--- src/rtl/adbh_pkg.sv ---
package adbh_pkg;
  localparam int unsigned BYTE_W = 8;

  localparam logic [1:0] ST_CMD  = 2'b00;
  localparam logic [1:0] ST_EVEN = 2'b01;
  localparam logic [1:0] ST_ODD  = 2'b10;
  localparam logic [1:0] ST_IDLE = 2'b11;

  typedef enum logic [1:0] {
    PH_IDLE = 2'd0,
    PH_SEND = 2'd1,
    PH_READ = 2'd2
  } phase_e;

  // Talk commands carry 2'b11 in bits 3:2
  function automatic logic is_talk(input logic [BYTE_W-1:0] c);
    return c[3:2] == 2'b11;
  endfunction
endpackage

--- src/rtl/adbh_req_hold.sv ---
module adbh_req_hold
  import adbh_pkg::*;
#(
  parameter int unsigned MAX_PAYLOAD = 13,
  parameter int unsigned LEN_W = 4
) (
  input  logic                          clk,
  input  logic                          rst_n,
  input  logic                          cap,
  input  logic [BYTE_W-1:0]             cmd_in,
  input  logic [LEN_W-1:0]              len_in,
  input  logic [MAX_PAYLOAD*BYTE_W-1:0] data_in,
  input  logic                          rexp_in,
  input  logic [LEN_W-1:0]              sel,
  output logic [BYTE_W-1:0]             cmd,
  output logic [LEN_W-1:0]              len,
  output logic                          rexp,
  output logic [BYTE_W-1:0]             sel_byte
);
  logic [BYTE_W-1:0] pay_q [MAX_PAYLOAD];

  always_ff @(posedge clk or negedge rst_n) begin
    if (!rst_n) begin
      cmd  <= '0;
      len  <= '0;
      rexp <= 1'b0;
    end else if (cap) begin
      cmd  <= cmd_in;
      len  <= len_in;
      rexp <= rexp_in;
    end
  end

  for (genvar g = 0; g < MAX_PAYLOAD; g++) begin : g_pay
    always_ff @(posedge clk or negedge rst_n) begin
      if (!rst_n) begin
        pay_q[g] <= '0;
      end else if (cap) begin
        pay_q[g] <= data_in[g*BYTE_W +: BYTE_W];
      end
    end
  end

  always_comb begin
    sel_byte = '0;
    for (int i = 0; i < MAX_PAYLOAD; i++) begin
      if (sel == LEN_W'(i)) sel_byte = pay_q[i];
    end
  end
endmodule

--- src/rtl/adbh_reply_buf.sv ---
module adbh_reply_buf
  import adbh_pkg::*;
#(
  parameter int unsigned DEPTH = 16,
  parameter int unsigned ADDR_W = 4,
  parameter int unsigned CNT_W = 5
) (
  input  logic              clk,
  input  logic              rst_n,
  input  logic              first_we,
  input  logic              push_we,
  input  logic [BYTE_W-1:0] wdata,
  input  logic [ADDR_W-1:0] rd_addr,
  output logic [BYTE_W-1:0] rd_data,
  output logic [CNT_W-1:0]  count
);
  logic [BYTE_W-1:0] mem_q [DEPTH];
  logic              room;

  assign room = count < CNT_W'(DEPTH);

  always_ff @(posedge clk or negedge rst_n) begin
    if (!rst_n) begin
      count <= '0;
    end else if (first_we) begin
      count <= CNT_W'(1);
    end else if (push_we && room) begin
      count <= count + CNT_W'(1);
    end
  end

  for (genvar g = 0; g < DEPTH; g++) begin : g_mem
    always_ff @(posedge clk) begin
      if (first_we && g == 0) begin
        mem_q[g] <= wdata;
      end else if (!first_we && push_we && room && count == CNT_W'(g)) begin
        mem_q[g] <= wdata;
      end
    end
  end

  always_ff @(posedge clk or negedge rst_n) begin
    if (!rst_n) begin
      rd_data <= '0;
    end else begin
      rd_data <= mem_q[rd_addr];
    end
  end
endmodule

--- src/rtl/adbh_ctrl.sv ---
module adbh_ctrl
  import adbh_pkg::*;
#(
  parameter int unsigned MAX_PAYLOAD = 13,
  parameter int unsigned LEN_W = 4,
  parameter int unsigned CNT_W = 5
) (
  input  logic              clk,
  input  logic              rst_n,
  input  logic              req_valid,
  input  logic [BYTE_W-1:0] req_cmd_in,
  input  logic [LEN_W-1:0]  req_len_in,
  input  logic              byte_done,
  input  logic              stat_n,
  input  logic [BYTE_W-1:0] rx_byte,
  input  logic [BYTE_W-1:0] h_cmd,
  input  logic [LEN_W-1:0]  h_len,
  input  logic              h_rexp,
  input  logic [BYTE_W-1:0] h_byte,
  input  logic [CNT_W-1:0]  rcount,
  output logic              hold_cap,
  output logic [LEN_W-1:0]  idx,
  output logic              buf_first,
  output logic              buf_push,
  output logic [BYTE_W-1:0] buf_wdata,
  output logic [1:0]        bus_state,
  output logic              sh_out_en,
  output logic [BYTE_W-1:0] sh_tx_byte,
  output logic              sh_load,
  output logic              req_ready,
  output logic              done,
  output logic              done_err,
  output logic              done_unsol,
  output logic              done_tmo,
  output logic              done_srq,
  output logic [CNT_W-1:0]  done_len
);
  phase_e            ph_q, ph_d;
  logic [1:0]        st_d;
  logic              oe_d, ld_d;
  logic [BYTE_W-1:0] tx_d, talk_q, talk_d;
  logic [LEN_W-1:0]  idx_d;
  logic              held_q, held_d, sol_q, sol_d, tmo_q, tmo_d, srq_q, srq_d;
  logic              rdy_d, dn_d, err_d, uns_d, dtmo_d, dsrq_d;
  logic [CNT_W-1:0]  dlen_d;
  logic [1:0]        st_step;

  // CMD goes to EVEN, EVEN and ODD swap
  assign st_step = (bus_state == ST_CMD) ? ST_EVEN : ~bus_state;

  always_comb begin
    ph_d = ph_q;   st_d = bus_state; oe_d = sh_out_en; tx_d = sh_tx_byte;
    ld_d = 1'b0;   idx_d = idx;      held_d = held_q;  sol_d = sol_q;
    tmo_d = tmo_q; srq_d = srq_q;    talk_d = talk_q;
    dn_d = 1'b0;   err_d = done_err; uns_d = done_unsol;
    dtmo_d = done_tmo; dsrq_d = done_srq; dlen_d = done_len;
    hold_cap = 1'b0; buf_first = 1'b0; buf_push = 1'b0; buf_wdata = rx_byte;

    unique case (ph_q)
      PH_IDLE: begin
        if (byte_done) begin
          if (!stat_n) begin
            buf_first = 1'b1;
            ph_d = PH_READ; st_d = ST_EVEN; sol_d = 1'b0; tmo_d = 1'b0; srq_d = 1'b0;
          end else begin
            dn_d = 1'b1; err_d = 1'b0; uns_d = 1'b1; dtmo_d = 1'b1; dsrq_d = 1'b0;
            dlen_d = '0;
          end
        end else if (req_valid && req_ready) begin
          if (req_len_in == '0 || req_len_in > LEN_W'(MAX_PAYLOAD)) begin
            dn_d = 1'b1; err_d = 1'b1; uns_d = 1'b0; dtmo_d = 1'b0; dsrq_d = 1'b0;
            dlen_d = '0;
          end else begin
            hold_cap = 1'b1;
            ph_d = PH_SEND; st_d = ST_CMD; oe_d = 1'b1; tx_d = req_cmd_in; ld_d = 1'b1;
            idx_d = '0; held_d = 1'b1;
          end
        end
      end
      PH_SEND: begin
        if (byte_done) begin
          if (bus_state == ST_CMD && !stat_n) begin
            // buffered autopoll reply: first byte was lost on the way out
            buf_first = 1'b1; buf_wdata = talk_q;
            ph_d = PH_READ; st_d = ST_EVEN; oe_d = 1'b0;
            sol_d = 1'b0; tmo_d = 1'b0; srq_d = 1'b0;
          end else begin
            if (bus_state == ST_CMD && is_talk(h_cmd)) talk_d = h_cmd;
            st_d = st_step;
            if (idx == h_len) begin
              if (h_rexp || is_talk(h_cmd)) begin
                buf_first = 1'b1; buf_wdata = h_cmd;
                ph_d = PH_READ; oe_d = 1'b0; sol_d = h_rexp;
                tmo_d = 1'b0; srq_d = 1'b0;
              end else begin
                ph_d = PH_IDLE; st_d = ST_IDLE; oe_d = 1'b0;
              end
              if (!h_rexp) begin
                held_d = 1'b0;
                dn_d = 1'b1; err_d = 1'b0; uns_d = 1'b0; dtmo_d = 1'b0; dsrq_d = 1'b0;
                dlen_d = '0;
              end
            end else begin
              tx_d = h_byte; ld_d = 1'b1; idx_d = idx + LEN_W'(1);
            end
          end
        end
      end
      PH_READ: begin
        if (byte_done) begin
          if (!stat_n && bus_state == ST_EVEN && rcount == CNT_W'(1)) begin
            tmo_d = 1'b1; buf_push = 1'b1; st_d = st_step;
          end else if (!stat_n && bus_state == ST_ODD && rcount == CNT_W'(2)) begin
            srq_d = 1'b1; buf_push = 1'b1; st_d = st_step;
          end else if (!stat_n) begin
            dn_d = 1'b1; err_d = 1'b0; uns_d = !sol_q; dtmo_d = tmo_q; dsrq_d = srq_q;
            dlen_d = tmo_q ? '0 : rcount;
            if (sol_q) held_d = 1'b0;
            if (held_q && !sol_q) begin
              ph_d = PH_SEND; st_d = ST_CMD; oe_d = 1'b1; tx_d = h_cmd; ld_d = 1'b1;
              idx_d = '0;
            end else begin
              ph_d = PH_IDLE; st_d = ST_IDLE; oe_d = 1'b0;
            end
          end else begin
            buf_push = 1'b1; st_d = st_step;
          end
        end
      end
      default: begin
        ph_d = PH_IDLE; st_d = ST_IDLE; oe_d = 1'b0;
      end
    endcase

    rdy_d = (ph_d == PH_IDLE) && !held_d;
  end

  always_ff @(posedge clk or negedge rst_n) begin
    if (!rst_n) begin
      ph_q <= PH_IDLE;     bus_state <= ST_IDLE; sh_out_en <= 1'b0; sh_tx_byte <= '0;
      sh_load <= 1'b0;     idx <= '0;            held_q <= 1'b0;    sol_q <= 1'b0;
      tmo_q <= 1'b0;       srq_q <= 1'b0;        talk_q <= '0;      req_ready <= 1'b1;
      done <= 1'b0;        done_err <= 1'b0;     done_unsol <= 1'b0;
      done_tmo <= 1'b0;    done_srq <= 1'b0;     done_len <= '0;
    end else begin
      ph_q <= ph_d;        bus_state <= st_d;    sh_out_en <= oe_d; sh_tx_byte <= tx_d;
      sh_load <= ld_d;     idx <= idx_d;         held_q <= held_d;  sol_q <= sol_d;
      tmo_q <= tmo_d;      srq_q <= srq_d;       talk_q <= talk_d;  req_ready <= rdy_d;
      done <= dn_d;        done_err <= err_d;    done_unsol <= uns_d;
      done_tmo <= dtmo_d;  done_srq <= dsrq_d;   done_len <= dlen_d;
    end
  end
endmodule

--- src/rtl/adb_host_seq.sv ---
module adb_host_seq
  import adbh_pkg::*;
#(
  parameter int unsigned MAX_PAYLOAD = 13,
  parameter int unsigned BUF_DEPTH = 16,
  localparam int unsigned LEN_W = $clog2(MAX_PAYLOAD + 1),
  localparam int unsigned ADDR_W = $clog2(BUF_DEPTH),
  localparam int unsigned CNT_W = $clog2(BUF_DEPTH + 1),
  localparam int unsigned PAY_W = MAX_PAYLOAD * BYTE_W
) (
  input  logic              clk,
  input  logic              rst_n,
  input  logic              req_valid,
  input  logic [BYTE_W-1:0] req_cmd,
  input  logic [LEN_W-1:0]  req_len,
  input  logic [PAY_W-1:0]  req_payload,
  input  logic              req_want_reply,
  output logic              req_ready,
  output logic              sh_out_en,
  output logic [BYTE_W-1:0] sh_tx_byte,
  output logic              sh_load,
  input  logic [BYTE_W-1:0] sh_rx_byte,
  input  logic              byte_done,
  input  logic              xcvr_stat_n,
  output logic [1:0]        bus_state,
  output logic              done,
  output logic              done_err,
  output logic              done_unsol,
  output logic              done_tmo,
  output logic              done_srq,
  output logic [CNT_W-1:0]  done_len,
  input  logic [ADDR_W-1:0] rd_addr,
  output logic [BYTE_W-1:0] rd_data
);
  logic              hold_cap, h_rexp, buf_first, buf_push;
  logic [BYTE_W-1:0] h_cmd, h_byte, buf_wdata;
  logic [LEN_W-1:0]  h_len, idx;
  logic [CNT_W-1:0]  rcount;

  adbh_req_hold #(.MAX_PAYLOAD(MAX_PAYLOAD), .LEN_W(LEN_W)) u_hold (
    .clk(clk), .rst_n(rst_n), .cap(hold_cap), .cmd_in(req_cmd), .len_in(req_len),
    .data_in(req_payload), .rexp_in(req_want_reply), .sel(idx),
    .cmd(h_cmd), .len(h_len), .rexp(h_rexp), .sel_byte(h_byte)
  );

  adbh_reply_buf #(.DEPTH(BUF_DEPTH), .ADDR_W(ADDR_W), .CNT_W(CNT_W)) u_buf (
    .clk(clk), .rst_n(rst_n), .first_we(buf_first), .push_we(buf_push),
    .wdata(buf_wdata), .rd_addr(rd_addr), .rd_data(rd_data), .count(rcount)
  );

  adbh_ctrl #(.MAX_PAYLOAD(MAX_PAYLOAD), .LEN_W(LEN_W), .CNT_W(CNT_W)) u_ctrl (
    .clk(clk), .rst_n(rst_n), .req_valid(req_valid), .req_cmd_in(req_cmd),
    .req_len_in(req_len), .byte_done(byte_done), .stat_n(xcvr_stat_n),
    .rx_byte(sh_rx_byte), .h_cmd(h_cmd), .h_len(h_len), .h_rexp(h_rexp),
    .h_byte(h_byte), .rcount(rcount), .hold_cap(hold_cap), .idx(idx),
    .buf_first(buf_first), .buf_push(buf_push), .buf_wdata(buf_wdata),
    .bus_state(bus_state), .sh_out_en(sh_out_en), .sh_tx_byte(sh_tx_byte),
    .sh_load(sh_load), .req_ready(req_ready), .done(done), .done_err(done_err),
    .done_unsol(done_unsol), .done_tmo(done_tmo), .done_srq(done_srq),
    .done_len(done_len)
  );
endmodule

--- config.mk ---
export PLATFORM = sky130hd
export DESIGN_NAME = adb_host_seq
export DESIGN_NICKNAME = d
export VERILOG_FILES = /design/src/rtl/adbh_pkg.sv /design/src/rtl/adbh_req_hold.sv /design/src/rtl/adbh_reply_buf.sv /design/src/rtl/adbh_ctrl.sv /design/src/rtl/adb_host_seq.sv
export SDC_FILE = /design/constraint.sdc
export NUM_CORES = 1
export LEC_CHECK = 0
export CORE_MARGIN = 4
export CORE_UTILIZATION = 40
export CTS_BUF_LIST = sky130_fd_sc_hd__clkbuf_8
export CTS_CLUSTER_DIAMETER = 60
export DETAILED_ROUTE_END_ITERATION = 10
export HOLD_SLACK_MARGIN = 0.06
export SYNTH_ARGS = -nofsm -noshare
export SYNTH_HDL_FRONTEND = slang
export SYNTH_HIERARCHICAL = 1
export SYNTH_SLANG_ARGS = --single-unit
--- constraint.sdc ---
create_clock -name clk -period 3.65 [get_ports clk]
set_clock_uncertainty 0.2 [all_clocks]
set_input_delay 0.73 -clock clk [delete_from_list [all_inputs] [get_ports clk]]
set_output_delay 0.73 -clock clk [all_outputs]
set_load 0.1 [all_outputs]
======== Word-level counts from Yosys, hierarchy flattened ========
Memory sizes are Yosys's and may differ from the RTL's. A register that Yosys moved wholly into a read port is not among the register bits.
Cells that the tools add are included.
operators by class
  mux-type cells .......................... 278
  $add $sub $neg .......................... 2
  reduce and logical (&&, ||, !) cells .... 67
  equal/unequal tests ..................... 57
  $lt $le $gt $ge ......................... 2
  bitwise gates (word level) .............. 3
  shifts and indexed selects .............. 0
  divide/modulo/power cells ............... 0
  multipliers ............................. 0
operators by type and width
  kind                  count
  $mux W8               45
  $mux W1               149
  $reduce_or A8 Y1      15
  $mux W4               26
  $mux W5               15
  $mux W2               26
  $eq A5 B4 Y1 const B  8
  $pmux W1 S3           10
  $logic_and A1 B1 Y1   28
  $ne A2 B2 Y1 const B  12
  $pmux W8 S3           1
  $reduce_and A12 Y1    2
  $eq A4 B4 Y1 const B  5
  $eq A5 B3 Y1 const B  4
  $reduce_and A9 Y1     2
  $eq A4 B3 Y1 const B  4
  $pmux W5 S3           1
  $pmux W2 S3           2
  $pmux W4 S3           1
  $eq A5 B2 Y1 const B  2
  $ne A2 B1 Y1 const B  5
  $ne A3 B3 Y1 const B  3
  $eq A4 B2 Y1 const B  2
  $logic_not A4 Y1      2
  other kinds (25)      39
word-level totals
  logic and storage cells ................. 445
  register bits after elaboration ......... 163
  latch bits .............................. 0
  output and inout port bits .............. 31
  memory bits (writable) .................. 128
  input port bits ......................... 134
  memories kept ........................... 1
  ROM bits ................................ 0
memories
  name         words  bits a word  read ports  clocked after Yosys merged registers in  write ports  line                  text
  u_buf.mem_q  16     8            1           1                                        1            adbh_reply_buf.sv:17  logic [BYTE_W-1:0] mem_q [DEPTH];

======== Logic depth before layout (Yosys ltp) ========
Gate-level depths: netlist of run 1.
  depth after elaboration ................. 30
  depth in mapped cells ................... 11

======== Hierarchy ========
The synthesis of run 1 kept the hierarchy.
by module, submodules not included
  module          cells each  instances  area an instance (um2)
  adbh_req_hold   418         1          5,527.8
  adbh_reply_buf  261         1          5,464.0
  adbh_ctrl       288         1          2,688.8

======== Worst setup path before layout of run 1 ========
No wires, ideal clock.
  path type ............................... register to register
  from .................................... reg u_ctrl.bus_state[0]
  to ...................................... mem u_buf.mem_q[0][0], enable pin
  cell stages (with the launch flop) ...... 9
  arrival ................................. 3,184 ps
  period minus slack after synthesis ...... 3,770 ps
  slack ................................... -120 ps
  path through ............................ dfstp_2 -> buf_2 -> and4bb_1 -> o21a_1 -> o21ai_0 -> nor2_1 -> nor3b_1 -> nand2_1 -> o31ai_1
on the way
  word-level cells in the longest chain between the ends .. 29
  elaborated cells on any way between the ends .. 115
  those cells by class .................... 2 x eq/ne; 72 x mux; 1 x bitwise; 40 x reduce/logical
ends and longest elaborated chain
  element                             line                  text
  start: declaration                  adbh_ctrl.sv:26       output logic [1:0] bus_state,
  start signal: assignment            adbh_ctrl.sv:140      ph_q <= PH_IDLE; bus_state <= ST_IDLE; sh_out_en <= 1'b0; sh_tx_byte <= '0;
  start signal: assignment            adbh_ctrl.sv:146      ph_q <= ph_d; bus_state <= st_d; sh_out_en <= oe_d; sh_tx_byte <= tx_d;
  $eq A2 B2 Y1                        adbh_ctrl.sv:113      end else if (!stat_n && bus_state == ST_ODD && rcount == CNT_W'(2)) begin
  $logic_and A1 B1 Y1 (2 in a row)    adbh_ctrl.sv:113
  $mux W1                             adbh_ctrl.sv:113
  $mux W1 *                           adbh_ctrl.sv:111      if (!stat_n && bus_state == ST_EVEN && rcount == CNT_W'(1)) begin
  $mux W1 *                           adbh_ctrl.sv:110      if (byte_done) begin
  $mux W1 *                           adbh_ctrl.sv:59       unique case (ph_q)
  net buf_push                        adb_host_seq.sv:35    logic hold_cap, h_rexp, buf_first, buf_push;
  $logic_and A1 B1 Y1 * (2 in a row)  adbh_reply_buf.sv:36  end else if (!first_we && push_we && room && count == CNT_W'(g)) begin
  $logic_and A1 B1 Y1                 adbh_reply_buf.sv:36
  $mux W1                             adbh_reply_buf.sv:36
  $mux W1                             adbh_reply_buf.sv:34  if (first_we && g == 0) begin
  $mux W1 (implied by the code)       adbh_reply_buf.sv:37  mem_q[g] <= wdata;
  $or A1 B1 Y1 (no line)              --
  $mux W1 (no line) (15 in a row)     --
  end: declaration                    adbh_reply_buf.sv:17
The timed path passes the listed nets; every way through them passes the cells marked *.

======== Worst setup path after layout of run 1 ========
  from .................................... in xcvr_stat_n
  to ...................................... mem u_buf.mem_q[0][3], enable pin
on the way
  word-level cells in the longest chain between the ends .. 29
  elaborated cells on any way between the ends .. 116
  those cells by class .................... 75 x mux; 1 x bitwise; 40 x reduce/logical
ends and longest elaborated chain
  element                             line                  text
  start: declaration                  adb_host_seq.sv:24    input logic xcvr_stat_n,
  $logic_not A1 Y1                    --
  $logic_and A1 B1 Y1 (2 in a row)    adbh_ctrl.sv:113
  $mux W1                             adbh_ctrl.sv:113
  $mux W1 *                           adbh_ctrl.sv:111
  $mux W1 *                           adbh_ctrl.sv:110
  $mux W1 *                           adbh_ctrl.sv:59
  net buf_push                        adb_host_seq.sv:35
  $logic_and A1 B1 Y1 * (2 in a row)  adbh_reply_buf.sv:36
  $logic_and A1 B1 Y1                 adbh_reply_buf.sv:36
  $mux W1                             adbh_reply_buf.sv:36
  $mux W1                             adbh_reply_buf.sv:34
  $mux W1 (implied by the code)       adbh_reply_buf.sv:37
  $or A1 B1 Y1 (no line)              --
  $mux W1 (no line) (15 in a row)     --
Marks and branches as above.

==> results of run 1 <==
-- placed cells by master (no fill, tap or decap), types with 5 or more instances in the layout --
| cell type | netlist | routed |
|---|---|---|
| dfrtp_1 | 168 | 167 |
| clkdlybuf4s50_1 | 0 | 131 |
| edfxtp_1 | 128 | 128 |
| mux2_2 | 122 | 122 |
| buf_4 | 5 | 75 |
| clkbuf_8 | 0 | 66 |
| nor2_1 | 55 | 55 |
| nand2_1 | 47 | 47 |
| o21ai_0 | 37 | 37 |
| inv_1 | 26 | 36 |
| mux2i_1 | 33 | 33 |
| mux4_2 | 29 | 29 |
| a21oi_1 | 28 | 28 |
| a22oi_1 | 26 | 26 |
| nand2b_1 | 15 | 15 |
| mux4_1 | 11 | 11 |
| ha_1 | 10 | 10 |
| a31oi_1 | 10 | 10 |
| nor3b_1 | 9 | 9 |
| nand3_1 | 8 | 8 |
| a211oi_1 | 8 | 8 |
| o21bai_1 | 8 | 8 |
| clkinv_2 | 0 | 7 |
| nor3_1 | 9 | 7 |
| a221oi_1 | 7 | 7 |
| o22a_1 | 7 | 7 |
| mux2_1 | 7 | 7 |
| nor2b_1 | 6 | 6 |
| xor2_1 | 6 | 6 |
| o21ai_1 | 6 | 6 |
| nor4_1 | 5 | 5 |
-- registers in the layout, summed over array words and instances (netlist names), 5 cells and up --
register / flops
u_ctrl/done_len: 5
u_buf/count: 5
u_ctrl/talk_q: 8
u_buf/mem_q: 128
u_hold/cmd: 8
u_ctrl/sh_tx_byte: 8
u_buf/rd_data: 8
u_hold/pay_q: 104
-- path summary, 6_finish.rpt --
path,startpoint,cells after the start,endpoint,slack [ns]
setup / recovery,xcvr_stat_n,10,u_buf/mem_q[0][3]$_DFFE_PP_,0.67
hold / removal,u_ctrl/talk_q[3]$_DFFE_PN0P_,1,u_ctrl/talk_q[3]$_DFFE_PN0P_,0.27
setup reg to reg,u_ctrl/ph_q[1]$_DFF_PN0_,10,u_buf/mem_q[0][3]$_DFFE_PP_,0.68
hold reg to reg,u_ctrl/talk_q[3]$_DFFE_PN0P_,1,u_ctrl/talk_q[3]$_DFFE_PN0P_,0.27
max in group asynchronous,rst_n,3,u_ctrl/bus_state[0]$_DFFE_PN1P_,1.89
min in group asynchronous,rst_n,2,u_buf/rd_data[2]$_DFF_PN0_,0.53
-- synthesized netlist by cell type (9+ instances only) --
library cell    n  share of area
nand2_1        47          0.013
o21ai_0        37          0.014
a31oi_1        10         0.0046
nor2_1         55          0.015
buf_2          24         0.0088
edfxtp_1      128           0.28
mux4_2         29          0.048
nand2b_1       15         0.0069
a21oi_1        28          0.010
mux2_2        122           0.10
mux4_1         11          0.021
mux2i_1        33          0.024
dfrtp_1       168           0.31
nor3b_1         9         0.0049
clkbuf_1       19         0.0052
ha_1           10         0.0091
nor3_1          9         0.0033
inv_1          26         0.0071
a22oi_1        26          0.014
-- kinds of logic (layout without fill, tap and decap cells) --
family,after synthesis,count (layout),share of synthesized area
muxes,205,205,0.202
other,0,1,0
xor gates and xnor gates,7,7,0.00448
adders and majority gates,10,10,0.00915
buffers and inverters,85,333,0.0313
and+or+nand+nor,189,189,0.0733
DFF,299,299,0.594
AOI/OAI and AO/OA,172,172,0.0853
-- stage by stage --
step,util,cells
floorplan,-,967
global placement,0.473,1568
detailed placement,0.473,1568
CTS,0.506,1663
global route,0.506,1664
finish,0.506,1664
-- cell type report --
cell class	instances	area, um2
Timing Repair Buffer	213	1980
Inverter	26	100
Clock buffer	66	908
Sequential cell	299	8130
Antenna cell	1	2.50
Clock inverter	28	193
Fill cell	2898	16600
Tap cell	448	561
Multi-Input combinational cell	583	5140
-- per-layer routing --
| layer | up-vias | wire length, um | global-route usage |
|---|---|---|---|
| met5 | - | 62 | 0 |
| met4 | 10 | 931 | 0.0572 |
| met3 | 74 | 2090 | 0.0434 |
| met2 | 279 | 16700 | 0.309 |
| met1 | 4329 | 14900 | 0.254 |
| li1 | 4103 | - | - |
-- power groups by stage --
stage                     logic (mW)  clock network (mW)  registers, mW
after floorplan                 2.10                   0           5.67
after global placement          3.86                   0           5.00
after detailed placement        3.89                   0           5.02
after CTS                       3.91                3.24           4.96
after global routing            4.18                3.42           5.08
final                           3.88                3.14           4.95
-- critical path, stage by stage --
cell	delay, ns
clkdlybuf4s50_1	0.44
nor4_1	0.46
o21a_1	0.21
o21ai_0	0.10
nor2_1	0.18
nor3b_1	0.20
buf_4	0.16
nand2_1	0.15
o31ai_2	0.22
buf_4	0.20
-- repair_timing --
item                      4_1_cts  5_1_grt
buffers inserted                0        0
hold buffers                    1        0
hold endpoints to repair       64        0
gates resized for setup         0        0
==> reports/metrics.cfg, run 1 <==
[outcome]
status=finished, final reports clean

[global_routing]
grt-ovfl-total=0
grt_pass1_vias=9298
track_usage=0.189
antenna_found_initial=6
grt_max_degree=90
grt_pass1_wl_mm=54.2

[setup_path]
critPathMaxFanout=8
setup.worst_path.end_class=flip-flop
cp.arrival_ns=3.06
cp.required_ns=3.74
critPathLaunchType=input pin
path_class=input pin to flip-flop

[clock_tree]
cts.sinks=299
cts_root_buf=clkbuf_8
clk_latency_ns=0.58
clk_pin_slew_ns=0.06
cts_buffers=50
cts_max_level=2
cts_buffer_depth=3
cts_tree=built

[detailed_routing]
drt-initial-drc-count=784
wire_per_inst_um=20.8
firstDrtPassIters=5
ant_nets=0
vias=8795
drt_wl_total_mm=34.7
vias_per_cell=5.29
drc=0

[floorplanning]
start_util=0.407
dieArea_mm2=0.0372
dieWidth_um=193
core_area_mm2=0.0336
fp.dieH_um=193
io_pins=165
row_count=67

[synthesis]
synth_edf_count=128
synth_fp_nets=1111
synth_seq_cells=299
syn_inst=967
ys_seq_area_frac=0.594
yosysWarnings=6
synth_area_mm2=0.0137
async_reset_ff_frac=0.572
ys_types=81
avgSynthCellArea_um2=14.1
ys.flop_type=dfrtp_1

[pwr]
p_clk_frac=0.262
total_power_mw=12.0
vdd_drop_max_mv=0.640
p_int_mw=7.81
p_sw_mw=4.17
combinationalPowerShare=0.324
leakage_nw=6.59
seqPwrFrac=0.414
p_per_area_mw_per_mm2=704
p_sw_frac=0.348

[timing]
fmax_mhz=336
tightest_slew_ns=0.770
timing.final.crit_share=0.816
whs_ns=0.271
rsz0062_at_grt=false
finalCriticalPeriod_ns=2.98
drv_slew=0
setup_slack_ns=0.673
fin_tns_setup_ns=0
maxSlewHeadroom=0.487
finalHoldViolations=0
setup_viol=0

[placement]
globalplace.congestion=0.852
place_ws_ns=0.0791
port_buffers=164
place_hpwl_mm=24.1
placed_area_mm2=0.0159

[final_layout]
finalNetCount=1317
drive_gt1_frac=0.274
stdcell_area_mm2=0.0170
areaGrowthSynthToFinish_pct=24.4

[job]
drv_cap=0

[worst_hold_path]
hp-class=flip-flop to flip-flop

Note: power is estimated with default switching activity, not from simulation.
==> run 2, diff against run 1 <==
==> constraint.sdc (replaced) <==
create_clock -name clk -period 2.5 [get_ports clk]
set_clock_uncertainty 0.2 [all_clocks]
set_input_delay 0.5 -clock clk [delete_from_list [all_inputs] [get_ports clk]]
set_output_delay 0.5 -clock clk [all_outputs]
set_load 0.1 [all_outputs]
==> reports/metrics.cfg, run 2 (same netlist as run 1, synthesis figures left out) <==
[timing]
setup_slack_ns=-0.162  ; was 0.673 ns
drv_slew=0  ; unchanged
tightest_slew_ns=0.578  ; was 0.770 ns
finalCriticalPeriod_ns=2.66
finalHoldViolations=0  ; unchanged
setup_viol=125  ; was 0
fmax_mhz=376
timing.final.crit_share=1.06
rsz0062_at_grt=true  ; was false
maxSlewHeadroom=0.614  ; was 0.487

[floorplanning]
fp.dieH_um=193  ; unchanged
start_util=0.407  ; unchanged
io_pins=165  ; unchanged
dieArea_mm2=0.0372  ; unchanged
row_count=67  ; unchanged
core_area_mm2=0.0336  ; unchanged
dieWidth_um=193  ; unchanged

[setup_path]
cp.required_ns=2.77  ; was 3.74 ns
path_class=flip-flop to flip-flop  ; was input pin to flip-flop
critPathLaunchType=flip-flop  ; was input pin
cp.arrival_ns=2.93  ; was 3.06 ns
worstSetupStartpoint=u_ctrl/bus_state[1]$_DFFE_PN1P_  ; was xcvr_stat_n
cp_cell_sequence=buf_6, and4bb_1, buf_4, o21ai_0, a211oi_1, or3_1, nor4_2  ; was clkdlybuf4s50_1, nor4_1, o21a_1, o21ai_0, nor2_1, nor3b_1, buf_4, nand2_1, o31ai_2, buf_4
slowest_delay_ns=0.62  ; was 0.46 ns
ff2ff_setup_slack_ns=-0.16  ; was 0.68 ns
r2r_end=u_ctrl/req_ready$_DFF_PN1_  ; was u_buf/mem_q[0][3]$_DFFE_PP_
slowest_stage=dfstp_4  ; was nor4_1
crit_end=u_ctrl/req_ready$_DFF_PN1_  ; was u_buf/mem_q[0][3]$_DFFE_PP_
r2r-start=u_ctrl/bus_state[1]$_DFFE_PN1P_  ; was u_ctrl/ph_q[1]$_DFF_PN0_
critPathMaxFanout=3  ; was 8
setup.worst_path.end_class=flip-flop  ; unchanged
worst-r2r-cell-count=7  ; was 10

[pwr]
p_clk_frac=0.232  ; was 0.262
p_int_mw=12.1  ; was 7.81 mW
p_per_area_mw_per_mm2=1010  ; was 704 mW/mm2
p_sw_mw=6.51  ; was 4.17 mW
leakage_nw=7.24  ; was 6.59 nW
p_sw_frac=0.350  ; was 0.348
seqPwrFrac=0.389  ; was 0.414
combinationalPowerShare=0.379  ; was 0.324
vdd_drop_max_mv=0.667  ; was 0.640 mV

[final_layout]
largest_reg_flops=128  ; unchanged
final_common_cell=dfrtp_1  ; unchanged
drive_gt1_frac=0.380  ; was 0.274
nFillCells=2805  ; was 2898
stdcell_area_mm2=0.0185  ; was 0.0170 mm2
finalNetCount=1423  ; was 1317
areaGrowthSynthToFinish_pct=35.0  ; was 24.4%
fin_util=0.549  ; was 0.506
largest_register=u_buf/mem_q  ; unchanged
reg.largest.list=u_buf/mem_q: 128 flops, u_hold/pay_q: 104 flops  ; unchanged
layout_common_cells=167 x dfrtp_1, 134 x buf_4, 131 x clkdlybuf4s50_1, 128 x edfxtp_1, 122 x mux2_2  ; was 167 x dfrtp_1, 131 x clkdlybuf4s50_1, 128 x edfxtp_1, 122 x mux2_2, 75 x buf_4
diodes=0  ; was 1

[detailed_routing]
drt-initial-drc-count=537  ; was 784
vias_per_cell=5.28  ; was 5.29
vias=9321  ; was 8795
firstDrtPassIters=7  ; was 5
drc=0  ; unchanged
wire_per_inst_um=20.5  ; was 20.8 um
ant_nets=0  ; unchanged
drt_wl_total_mm=36.1  ; was 34.7 mm

[clock_tree]
cts.sinks=299  ; unchanged
cts_buffer_depth=3  ; unchanged
cts_tree=built  ; unchanged
clk_latency_ns=0.58  ; about the same
cts_max_level=2  ; unchanged
cts_buffers=51  ; was 50
cts_root_buf=clkbuf_8  ; unchanged
clk_pin_slew_ns=0.06  ; about the same

[outcome]
status=complete, but fails checks  ; was finished, final reports clean
violations=negative setup slack

[placement]
place_hpwl_mm=26.0  ; was 24.1 mm
place_ws_ns=-0.612  ; was 0.0791 ns
placed_area_mm2=0.0169  ; was 0.0159 mm2
port_buffers=164  ; unchanged
globalplace.congestion=0.867  ; was 0.852

[global_routing]
grt_pass1_wl_mm=55.0  ; was 54.2 mm
grt_max_degree=51  ; was 90
track_usage=0.190  ; was 0.189
grt_pass1_vias=9668  ; was 9298
antenna_found_initial=1  ; was 6
grt-ovfl-total=0  ; unchanged

[job]
drv_cap=0  ; unchanged

[worst_hold_path]
hp-class=input pin to async pin  ; was flip-flop to flip-flop

==> run 2: per-layer routing <==
metal  GRT usage  vias to the layer above  part of all wire
li1            -                     4312                 -
met1       0.261                     4671              0.44
met2       0.305                      275              0.47
met3      0.0438                       61             0.063
met4      0.0550                        2             0.025
met5           0                        -           0.00036
==> run 2: area by class of cell <==
| class | count | area, um2 | share of cell area |
|---|---|---|---|
| Clock buffer | 59 | 812 | 0.0440 |
| Clock inverter | 31 | 194 | 0.0105 |
| Inverter | 26 | 104 | 0.00562 |
| Multi-Input combinational cell | 584 | 5560 | 0.301 |
| Sequential cell | 299 | 8140 | 0.441 |
| Tap cell | 448 | 561 | 0.0304 |
| Timing Repair Buffer | 317 | 3100 | 0.168 |
==> run 2: timing repair <==
action                                  4_1_cts  5_1_grt
endpoints found under the setup margin      141      268
cloned                                        0        2
hold buffers                                  1        0
endpoints found under the hold margin       168        0
buffers inserted                              6       11
pin swaps                                    16       39
gates resized for setup                      42       52
==> run 2: worst max-delay path, delay by kind of cell (launching register included) <==
kind / cells / cell delay [ns]
flops: 1 / 0.62
simple gates: 3 / 0.96
buf+inv: 2 / 0.23
compound gates: 2 / 0.55
==> run 2: per-stage QoR <==
stage,hold slack (ns),cells,TNS (ns),power [mW]
CTS,0.158,1752,-8.81,18.4
detailed placement,0.226,1656,-133.55,13.8
floorplan,0.00441,967,-45.85,11.5
global placement,0.220,1656,-124.48,13.7
finish,0.181,1764,-8.06,18.6
global route,0.193,1764,-23.96,19.6
==> run 2: worst min path at each step <==
| stage | start | endpoint | slack [ns] | cells after the start |
|---|---|---|---|---|
| floorplan | rst_n | u_buf/count[0]$_DFFE_PN0P_ | 0.004 | 0 |
| global placement | rst_n | u_hold/pay_q[98]$_DFFE_PN0P_ | 0.22 | 1 |
| detailed placement | rst_n | u_hold/pay_q[98]$_DFFE_PN0P_ | 0.23 | 1 |
| CTS | rst_n | u_hold/pay_q[56]$_DFFE_PN0P_ | 0.16 | 2 |
| global route | rst_n | u_hold/pay_q[96]$_DFFE_PN0P_ | 0.19 | 2 |
| finish | rst_n | u_hold/pay_q[96]$_DFFE_PN0P_ | 0.18 | 2 |
==> run 2: power by group through the flow <==
stage	Clock [mW]	Sequential [mW]	Combinational (mW)
2_1_floorplan	0	8.30	3.16
3_3_place_gp	0	7.27	6.47
5_1_grt	4.69	7.40	7.52
3_5_place_dp	0	7.29	6.52
4_1_cts	4.45	7.23	6.70
6_report	4.31	7.24	7.04
